--- config.mk ---
export PLATFORM = sky130hd
export DESIGN_NAME = vec_irq_ctrl
export DESIGN_NICKNAME = d
export VERILOG_FILES = /design/src/rtl/irqc_pkg.sv /design/src/rtl/irqc_pending.sv /design/src/rtl/irqc_arbiter.sv /design/src/rtl/irqc_stack.sv /design/src/rtl/vec_irq_ctrl.sv
export SDC_FILE = /design/constraint.sdc
export NUM_CORES = 1
export LEC_CHECK = 0
export ABC_AREA = 1
export BUFFER_PORTS_ARGS = -buffer_cell sky130_fd_sc_hd__buf_4
export CORE_ASPECT_RATIO = 0.9
export CORE_MARGIN = 2
export CORE_UTILIZATION = 63
export CTS_CLUSTER_DIAMETER = 200
export CTS_CLUSTER_SIZE = 12
export DETAILED_ROUTE_END_ITERATION = 8
export GPL_TIMING_DRIVEN = 0
export PLACE_DENSITY = 0.85
export SKIP_LAST_GASP = 1
export SLEW_MARGIN = 20
export SYNTH_ARGS = -nofsm -noshare
export SYNTH_HDL_FRONTEND = slang
export SYNTH_SLANG_ARGS = --single-unit
--- constraint.sdc ---
create_clock -name clk -period 13.3 [get_ports clk]
set_clock_uncertainty 0.05 [all_clocks]
set_input_delay 3.99 -clock clk [delete_from_list [all_inputs] [get_ports clk]]
set_output_delay 3.99 -clock clk [all_outputs]
set_load 0.05 [all_outputs]
--- src/rtl/irqc_pkg.sv ---
// Package: shared constants and types of the vectored interrupt controller.
// Assumes the source count is at least six, so that the shared slots exist.
package irqc_pkg;
    // Register select codes on the write port.
    typedef enum logic [1:0] {
        WSEL_MASK = 2'd0,
        WSEL_FC   = 2'd1,
        WSEL_GEN  = 2'd2,
        WSEL_NONE = 2'd3
    } wsel_e;

    // Slot that carries the non-maskable reset request.
    localparam int SLOT_RESET = 0;
    // Slots that can be switched between serial-port and pin requests.
    localparam int SLOT_SHR_A = 4;
    localparam int SLOT_SHR_B = 5;
endpackage

--- src/rtl/irqc_pending.sv ---
// Module: irqc_pending
// Holds one pending bit per interrupt slot. An edge-type slot latches a rising
// edge of its line and keeps it until it is taken or cleared. A level-type slot
// simply presents its line. Assumes force and clear arrive already decoded and
// that take_clr_i is one-hot or zero.
module irqc_pending #(
    parameter int NUM_SRC = 7
) (
    input  logic               clk,
    input  logic               rst_n,
    input  logic [NUM_SRC-1:0] line_i,
    input  logic [NUM_SRC-1:0] level_i,
    input  logic [NUM_SRC-1:0] force_i,
    input  logic [NUM_SRC-1:0] clear_i,
    input  logic [NUM_SRC-1:0] take_clr_i,
    input  logic               wipe_i,
    output logic [NUM_SRC-1:0] pend_o
);
    logic [NUM_SRC-1:0] prev_q;
    logic [NUM_SRC-1:0] latch_q;
    logic [NUM_SRC-1:0] latch_d;

    // Next latch state: sets win over nothing, and clears win over sets.
    always_comb begin
        latch_d = (latch_q | (line_i & ~prev_q) | force_i) & ~clear_i & ~take_clr_i;
        latch_d = latch_d & ~level_i;
        if (wipe_i) latch_d = '0;
    end

    // Register the line history and the latched edges.
    always_ff @(posedge clk) begin
        if (!rst_n) begin
            prev_q  <= '0;
            latch_q <= '0;
        end else begin
            prev_q  <= line_i;
            latch_q <= latch_d;
        end
    end

    // Present the level lines directly and the latched edges otherwise.
    always_comb pend_o = (level_i & line_i) | (~level_i & latch_q);

    generate
        for (genvar i = 0; i < NUM_SRC; i++) begin : g_chk

            fc_clear_wins_chk: assert property (@(posedge clk) disable iff (!rst_n)
                (force_i[i] && clear_i[i]) |=> !latch_q[i]);
        end
    endgenerate
endmodule

--- src/rtl/irqc_arbiter.sv ---
// Module: irqc_arbiter
// Fixed-priority selection: the lowest eligible slot index wins, and its vector
// is index times VEC_STEP. The reset slot bypasses the mask and the global enable.
// clk and rst_n are used only by the checks.
module irqc_arbiter #(
    parameter int NUM_SRC  = 7,
    parameter int VEC_W    = 16,
    parameter int VEC_STEP = 4,
    localparam int IW      = $clog2(NUM_SRC)
) (
    input  logic               clk,
    input  logic               rst_n,
    input  logic [NUM_SRC-1:0] pend_i,
    input  logic [NUM_SRC-1:0] mask_i,
    input  logic               gen_i,
    output logic               valid_o,
    output logic [IW-1:0]      win_o,
    output logic [NUM_SRC-1:0] win_oh_o,
    output logic [VEC_W-1:0]   vec_o
);
    localparam logic [NUM_SRC-1:0] NMI_BITS = NUM_SRC'(1) << irqc_pkg::SLOT_RESET;

    logic [NUM_SRC-1:0] elig;

    // Work out which slots may be serviced right now.
    always_comb elig = pend_i & ((mask_i & {NUM_SRC{gen_i}}) | NMI_BITS);

    // Scan from the lowest priority upward, so the lowest index is kept last.
    always_comb begin
        win_o = '0;
        for (int i = NUM_SRC - 1; i >= 0; i--) begin
            if (elig[i]) win_o = IW'(i);
        end
        valid_o  = |elig;
        win_oh_o = valid_o ? (NUM_SRC'(1) << win_o) : '0;
        vec_o    = valid_o ? VEC_W'(VEC_STEP * int'(win_o)) : '0;
    end


    arb_lowest_chk: assert property (@(posedge clk) disable iff (!rst_n)
        valid_o |-> (elig[win_o] && ((elig & ((NUM_SRC'(1) << win_o) - NUM_SRC'(1))) == '0)));
endmodule

--- src/rtl/irqc_stack.sv ---
// Module: irqc_stack
// Bounded last-in, first-out store for the saved status entries. A push wins
// over a simultaneous pop. A push when full or a pop when empty sets a sticky
// flag and leaves the contents alone. wipe_i empties the stack.
module irqc_stack #(
    parameter int W      = 39,
    parameter int DEPTH  = 7,
    localparam int PTR_W = $clog2(DEPTH + 1),
    localparam int IDX_W = (DEPTH > 1) ? $clog2(DEPTH) : 1
) (
    input  logic             clk,
    input  logic             rst_n,
    input  logic             push_i,
    input  logic             pop_i,
    input  logic             wipe_i,
    input  logic [W-1:0]     din_i,
    output logic [W-1:0]     top_o,
    output logic             empty_o,
    output logic [PTR_W-1:0] level_o,
    output logic             ovf_o,
    output logic             unf_o
);
    logic [W-1:0]     mem [DEPTH];
    logic [PTR_W-1:0] level_q;
    logic             full;

    // Decode the occupancy.
    always_comb begin
        full    = (level_q == PTR_W'(DEPTH));
        empty_o = (level_q == '0);
    end

    // Store a new entry at the free location.
    always_ff @(posedge clk) begin
        if (push_i && !full && !wipe_i) mem[IDX_W'(level_q)] <= din_i;
    end

    // Track the occupancy and the sticky error flags.
    always_ff @(posedge clk) begin
        if (!rst_n) begin
            level_q <= '0;
            ovf_o   <= 1'b0;
            unf_o   <= 1'b0;
        end else if (wipe_i) begin
            level_q <= '0;
        end else if (push_i) begin
            if (full) ovf_o   <= 1'b1;
            else      level_q <= level_q + PTR_W'(1);
        end else if (pop_i) begin
            if (empty_o) unf_o   <= 1'b1;
            else         level_q <= level_q - PTR_W'(1);
        end
    end

    // Show the entry on top, or zero when nothing is held.
    always_comb top_o = empty_o ? '0 : mem[IDX_W'(level_q - PTR_W'(1))];

    assign level_o = level_q;


    stk_push_chk: assert property (@(posedge clk) disable iff (!rst_n)
        (push_i && !full && !wipe_i) |=> (level_q == $past(level_q) + PTR_W'(1)));

    stk_pop_chk: assert property (@(posedge clk) disable iff (!rst_n)
        (pop_i && !push_i && !empty_o && !wipe_i) |=> (level_q == $past(level_q) - PTR_W'(1)));

    ovf_sticky_chk: assert property (@(posedge clk) disable iff (!rst_n)
        ovf_o |=> ovf_o);

    unf_hold_chk: assert property (@(posedge clk) disable iff (!rst_n)
        (pop_i && !push_i && empty_o && !wipe_i) |=> (unf_o && level_q == '0));
endmodule

--- src/rtl/vec_irq_ctrl.sv ---
// Module: vec_irq_ctrl
// Top of the vectored interrupt controller. It selects the shared-slot sources,
// decodes register writes, accepts interrupts on the take strobe, saves and
// restores status through the nesting stack, and loads the new mask.
// Assumes the core raises take_i only while irq_req_o is high, and that rti_i
// and take_i do not coincide; if they do, the take wins and the pop is dropped.
module vec_irq_ctrl #(
    parameter int NUM_SRC  = 7,
    parameter int SW       = 16,
    parameter int VEC_W    = 16,
    parameter int VEC_STEP = 4,
    parameter int DEPTH    = 7,
    localparam int PTR_W   = $clog2(DEPTH + 1),
    localparam int ENT_W   = 2 * SW + NUM_SRC
) (
    input  logic                 clk,
    input  logic                 rst_n,
    input  logic [NUM_SRC-1:0]   src_req_i,
    input  logic [1:0]           alt_req_i,
    input  logic                 pin_mode_i,
    input  logic [NUM_SRC-1:0]   level_sel_i,
    input  logic                 wr_en_i,
    input  logic [1:0]           wr_sel_i,
    input  logic [2*NUM_SRC-1:0] wr_data_i,
    output logic                 irq_req_o,
    output logic [VEC_W-1:0]     vec_o,
    input  logic                 take_i,
    input  logic [NUM_SRC-1:0]   new_mask_i,
    input  logic [SW-1:0]        astat_i,
    input  logic [SW-1:0]        mstat_i,
    input  logic                 rti_i,
    output logic [SW-1:0]        astat_o,
    output logic [SW-1:0]        mstat_o,
    output logic                 restore_vld_o,
    output logic [NUM_SRC-1:0]   mask_o,
    output logic [PTR_W-1:0]     depth_o,
    output logic                 ovf_o,
    output logic                 unf_o
);
    import irqc_pkg::*;

    localparam int IW = $clog2(NUM_SRC);
    localparam logic [NUM_SRC-1:0] NMI_BITS = NUM_SRC'(1) << SLOT_RESET;

    logic [NUM_SRC-1:0] line;
    logic [NUM_SRC-1:0] lvl_eff;
    logic [NUM_SRC-1:0] force_v;
    logic [NUM_SRC-1:0] clear_v;
    logic [NUM_SRC-1:0] take_clr;
    logic [NUM_SRC-1:0] pend;
    logic [NUM_SRC-1:0] mask_q;
    logic [NUM_SRC-1:0] win_oh;
    logic [IW-1:0]      win_idx;
    logic               gen_q;
    logic               valid;
    logic               accept;
    logic               rst_take;
    logic               norm_take;
    logic               do_pop;
    logic               stk_empty;
    logic [ENT_W-1:0]   stk_top;
    logic [ENT_W-1:0]   stk_din;
    wsel_e              wsel;

    // Route the shared slots to either the serial-port or the pin request.
    always_comb begin
        line = src_req_i;
        if (pin_mode_i) begin
            line[SLOT_SHR_A] = alt_req_i[1];
            line[SLOT_SHR_B] = alt_req_i[0];
        end
    end

    // The reset slot is always level-sensitive.
    always_comb lvl_eff = level_sel_i | NMI_BITS;

    // Decode a force/clear write; level slots do not take part.
    always_comb begin
        wsel    = wsel_e'(wr_sel_i);
        force_v = '0;
        clear_v = '0;
        if (wr_en_i && wsel == WSEL_FC) begin
            force_v = wr_data_i[NUM_SRC-1:0] & ~lvl_eff;
            clear_v = wr_data_i[2*NUM_SRC-1:NUM_SRC] & ~lvl_eff;
        end
    end

    // Classify an acceptance as a reset take or a normal take.
    always_comb begin
        accept    = take_i && valid;
        rst_take  = accept && win_oh[SLOT_RESET];
        norm_take = accept && !win_oh[SLOT_RESET];
        take_clr  = norm_take ? (win_oh & ~lvl_eff) : '0;
        do_pop    = rti_i && !accept;
        stk_din   = {astat_i, mstat_i, mask_q};
    end

    irqc_pending #(.NUM_SRC(NUM_SRC)) u_pend (
        .clk        (clk),
        .rst_n      (rst_n),
        .line_i     (line),
        .level_i    (lvl_eff),
        .force_i    (force_v),
        .clear_i    (clear_v),
        .take_clr_i (take_clr),
        .wipe_i     (rst_take),
        .pend_o     (pend)
    );

    irqc_arbiter #(.NUM_SRC(NUM_SRC), .VEC_W(VEC_W), .VEC_STEP(VEC_STEP)) u_arb (
        .clk      (clk),
        .rst_n    (rst_n),
        .pend_i   (pend),
        .mask_i   (mask_q),
        .gen_i    (gen_q),
        .valid_o  (valid),
        .win_o    (win_idx),
        .win_oh_o (win_oh),
        .vec_o    (vec_o)
    );

    irqc_stack #(.W(ENT_W), .DEPTH(DEPTH)) u_stk (
        .clk     (clk),
        .rst_n   (rst_n),
        .push_i  (norm_take),
        .pop_i   (do_pop),
        .wipe_i  (rst_take),
        .din_i   (stk_din),
        .top_o   (stk_top),
        .empty_o (stk_empty),
        .level_o (depth_o),
        .ovf_o   (ovf_o),
        .unf_o   (unf_o)
    );

    // Mask register: a take overrides a return, which overrides a software write.
    always_ff @(posedge clk) begin
        if (!rst_n) begin
            mask_q <= '0;
        end else if (rst_take) begin
            mask_q <= '0;
        end else if (norm_take) begin
            mask_q <= new_mask_i;
        end else if (do_pop && !stk_empty) begin
            mask_q <= stk_top[NUM_SRC-1:0];
        end else if (wr_en_i && wsel == WSEL_MASK) begin
            mask_q <= wr_data_i[NUM_SRC-1:0];
        end
    end

    // Global enable, written only by software.
    always_ff @(posedge clk) begin
        if (!rst_n)                             gen_q <= 1'b0;
        else if (wr_en_i && wsel == WSEL_GEN)   gen_q <= wr_data_i[0];
    end

    // Hand the popped status words back to the core for one cycle.
    always_ff @(posedge clk) begin
        if (!rst_n) begin
            astat_o       <= '0;
            mstat_o       <= '0;
            restore_vld_o <= 1'b0;
        end else begin
            restore_vld_o <= do_pop && !stk_empty && !rst_take;
            if (do_pop && !stk_empty && !rst_take) begin
                astat_o <= stk_top[ENT_W-1 -: SW];
                mstat_o <= stk_top[NUM_SRC +: SW];
            end
        end
    end

    assign irq_req_o = valid;
    assign mask_o    = mask_q;


    mask_load_chk: assert property (@(posedge clk) disable iff (!rst_n)
        (take_i && irq_req_o && vec_o != '0) |=> (mask_o == $past(new_mask_i)));

    reset_take_chk: assert property (@(posedge clk) disable iff (!rst_n)
        (take_i && irq_req_o && vec_o == '0) |=> (mask_o == '0 && depth_o == '0));

    restore_pulse_chk: assert property (@(posedge clk) disable iff (!rst_n)
        restore_vld_o |=> !restore_vld_o || $past(rti_i));
endmodule

==> summary.md <==
| Metric | Value |
|---|---|
| Post-Route WL | 35300 um |
| Worst vdd ir | 0.129 mV |
| Crit path DAT | 5360 ps |
| Clock Tree Buf Depth | 3 |
| Number of fill cells | 1244 |
| Floorplan die height | 142 um |
| Yosys warnings | 0 |
| Largest net degree at the start of global routing | 19 |
| CTS resizes | 0 |
| FFs w/ async S/R, synth | 0% |
| Maxcap violations | 0 |
| Utilization after layout | 76.6% |
| Library cells used by synthesis | 39 |
| H-tree depth | 1 |
| Flops & latches, synth | 331 |
| Die area | 0.0225 mm^2 |
| Top Usage Layer GRT | met2 |
| RD Place Congestion | 0.912 |
| Synth area leader | edfxtp_1 |
| Synth top area share | 61.2% |
| DP Worst Slack | 3970 ps |
| Clock slew at reported path FFs | 60 ps |
| Post-layout minimum cycle time | 9400 ps |
| Met1 Usage GRT | 42.4% |
| Endpoint class of the critical path | primary output |
| Nets | 1462 |
| Num CTS Buffers | 31 |
| RSZ-0062 raised after global routing | false |
| Setup Buffers After CTS | 0 |
| Fin area | 0.0160 mm^2 |
| Initial Utilization | 64.3% |
| Port Buffers | 122 |
| Worst path cell trace | buf_4, nand2_1, nand3_1, nand2_1, inv_2, o21ai_0, nand2_1, a21oi_1, buf_4 |
| DR WL/cell | 20.9 um |
| # DRC | 0 |
| Via Count | 10300 |
| M3 GR Usage | 6.12% |
| Sink Count | 331 |
| Syn_area_per_cell | 11.4 um^2 |
| Crit path max fanout | 3 |
| Pre-Repair DR Iteration Count | 5 |
| Post-synthesis instance total | 1175 |
| Worst slew margin | 43.7% |
| Met2 Resource Use GR | 50.7% |
| Max Clk Rate | 0.106 GHz |
| First-pass GRT wire length | 53200 um |
| # rows | 50 |
| Kind of critical path | primary input to primary output |
| Share of layout cells above drive strength 1 | 18.5% |
| Post-Syn Area | 0.0134 mm^2 |
| Commonest cells post-synth | 307 x nand2_1, 273 x edfxtp_1, 142 x nand3_1 |
| Antenna violations before repair | 0 |
| Post-route ant nets | 0 |
| Die span in x | 158 um |
| Outcome | completed |
| Pins Over Slew Limit | 0 |
| Post-DP HPWL | 22800 um |
| Slowest cell on the critical path | a21oi_1 |
| CP Launch Type | primary input |
| Post-synth EDFFs | 273 |
| GRT Overall Usage | 31.5% |
| Area contributors post-synth | edfxtp_1 61%, dfxtp_1 8.7%, nand2_1 8.6% |
| Worst Hold Class | register to register |
| Final Worst Setup Slack | 3900 ps |
| Top FF cell, synth | edfxtp_1 |
| Grt total ovfl | 0 |
| Final Hold Violating Endpoints | 0 |
| Count leader, synth | nand2_1 |
| Setup TNS | 0 ps |
| TritonCTS clock tree | yes |
| CP Data Required Time | 9260 ps |
| Sequential area share after synthesis | 69.8% |
| Final setup viols | 0 |
| Initial DRC count | 1350 |
| DR vias/cell | 6.07 |
| Pwr Density | 146 mW/mm^2 |
| Period utilisation layout | 70.7% |
| Lkg Pwr | 6.14 nW |
| Hold slack | 425 ps |
| Ports | 139 |
| Highest cell delay on the worst timing path | 290 ps |
| Hold Buf Count CTS | 0 |
| Worst Max-Slew Pin Slew | 840 ps |
| Most frequent CP cell | nand2_1 |
| Worst skew pair latency | 570 ps |
| Syn-to-layout area delta | 19.0% |
| Post-Place Cell Area | 0.0151 mm^2 |
| Number of global-route vias before repair | 9826 |
| CTS Root Buffer Type | clkbuf_16 |
| CORE AREA | 0.0208 mm^2 |
worst max-delay path: cells and delay by family:
family	cells	cell delay, ps
AO/OA/AOI/OAI	2	510
buffers and inverters	3	470
AND/OR/NAND/NOR	4	380
cell type report:
cell class / instances / area (um^2) / area share, %
clock inverters: 2 / 15.0 / 0.0941
well taps: 286 / 358 / 2.24
multi-input cells: 714 / 3470 / 21.8
plain buffers: 81 / 427 / 2.67
flip-flops and latches: 331 / 9360 / 58.7
clock buffers: 55 / 866 / 5.43
diodes: 1 / 2.50 / 0.0157
inverters: 61 / 231 / 1.45
repair buffers: 161 / 1220 / 7.66
per-layer routing:
metal / share of wire (%) / wire [um] / vias up
met3: 12 / 4150 / 139
met2: 48 / 17000 / 735
met5: 0 / 0 / -
met4: 4.0 / 1400 / 0
met1: 36 / 12800 / 4849
li1: - / - / 4543
logic make-up after synthesis:
group | count (synthesis) | synth area share [%]
adders and majority gates | 4 | 0.373
other | 1 | 0.0280
AOI/OAI and AO/OA | 154 | 7.01
DFF | 331 | 69.8
and+or+nand+nor | 542 | 17.8
xor gates and xnor gates | 1 | 0.0654
buffers and inverters | 142 | 4.91
layout by cell type (no fill, tap or decap), types with 30 or more instances in the layout:
cell,instances
nand2_1,307
edfxtp_1,273
buf_4,160
nand3_1,142
clkbuf_1,58
dfxtp_1,58
inv_1,57
nor2_1,43
o211ai_1,40
o21ai_0,36
a31oi_1,33
buf_2,32
clkbuf_16,31
o21ai_1,30
state kept, by name (all words and copies together) (netlist names):
register / count
mstat_o: 16
u_stk.unf_o: 1
u_stk.mem: 273
u_stk.ovf_o: 1
gen_q: 1
u_pend.latch_q: 6
mask_o: 7
u_pend.prev_q: 6
astat_o: 16
u_stk.level_o: 3
restore_vld_o: 1
report_power, final:
part	switching (mW)	leakage [nW]	internal, mW
Clock	0.364	0.419	0.437
Combinational	0.254	2.77	0.104
Sequential	0.0184	2.95	1.15
Total	0.637	6.14	1.69
through the flow:
| step | power, mW | cells |
|---|---|---|
| 6_report | 2.32 | 1692 |
| 5_1_grt | 2.39 | 1691 |
| 4_1_cts | 2.31 | 1691 |
| 3_5_place_dp | 1.53 | 1634 |
| 3_3_place_gp | 1.52 | 1595 |
| 2_1_floorplan | 1.40 | 1187 |
worst paths after layout:
kind                                  startpoint  cells after the start  slack [ps]           to
worst max register to register  u_stk.level_o[0]                     11        9080   mstat_o[0]
worst max-delay path                  pin_mode_i                      9        3900     vec_o[2]
worst min-delay path                 u_stk.unf_o                      2         430  u_stk.unf_o
worst min register to register       u_stk.unf_o                      2         430  u_stk.unf_o
(Power assumes the default switching activity.)
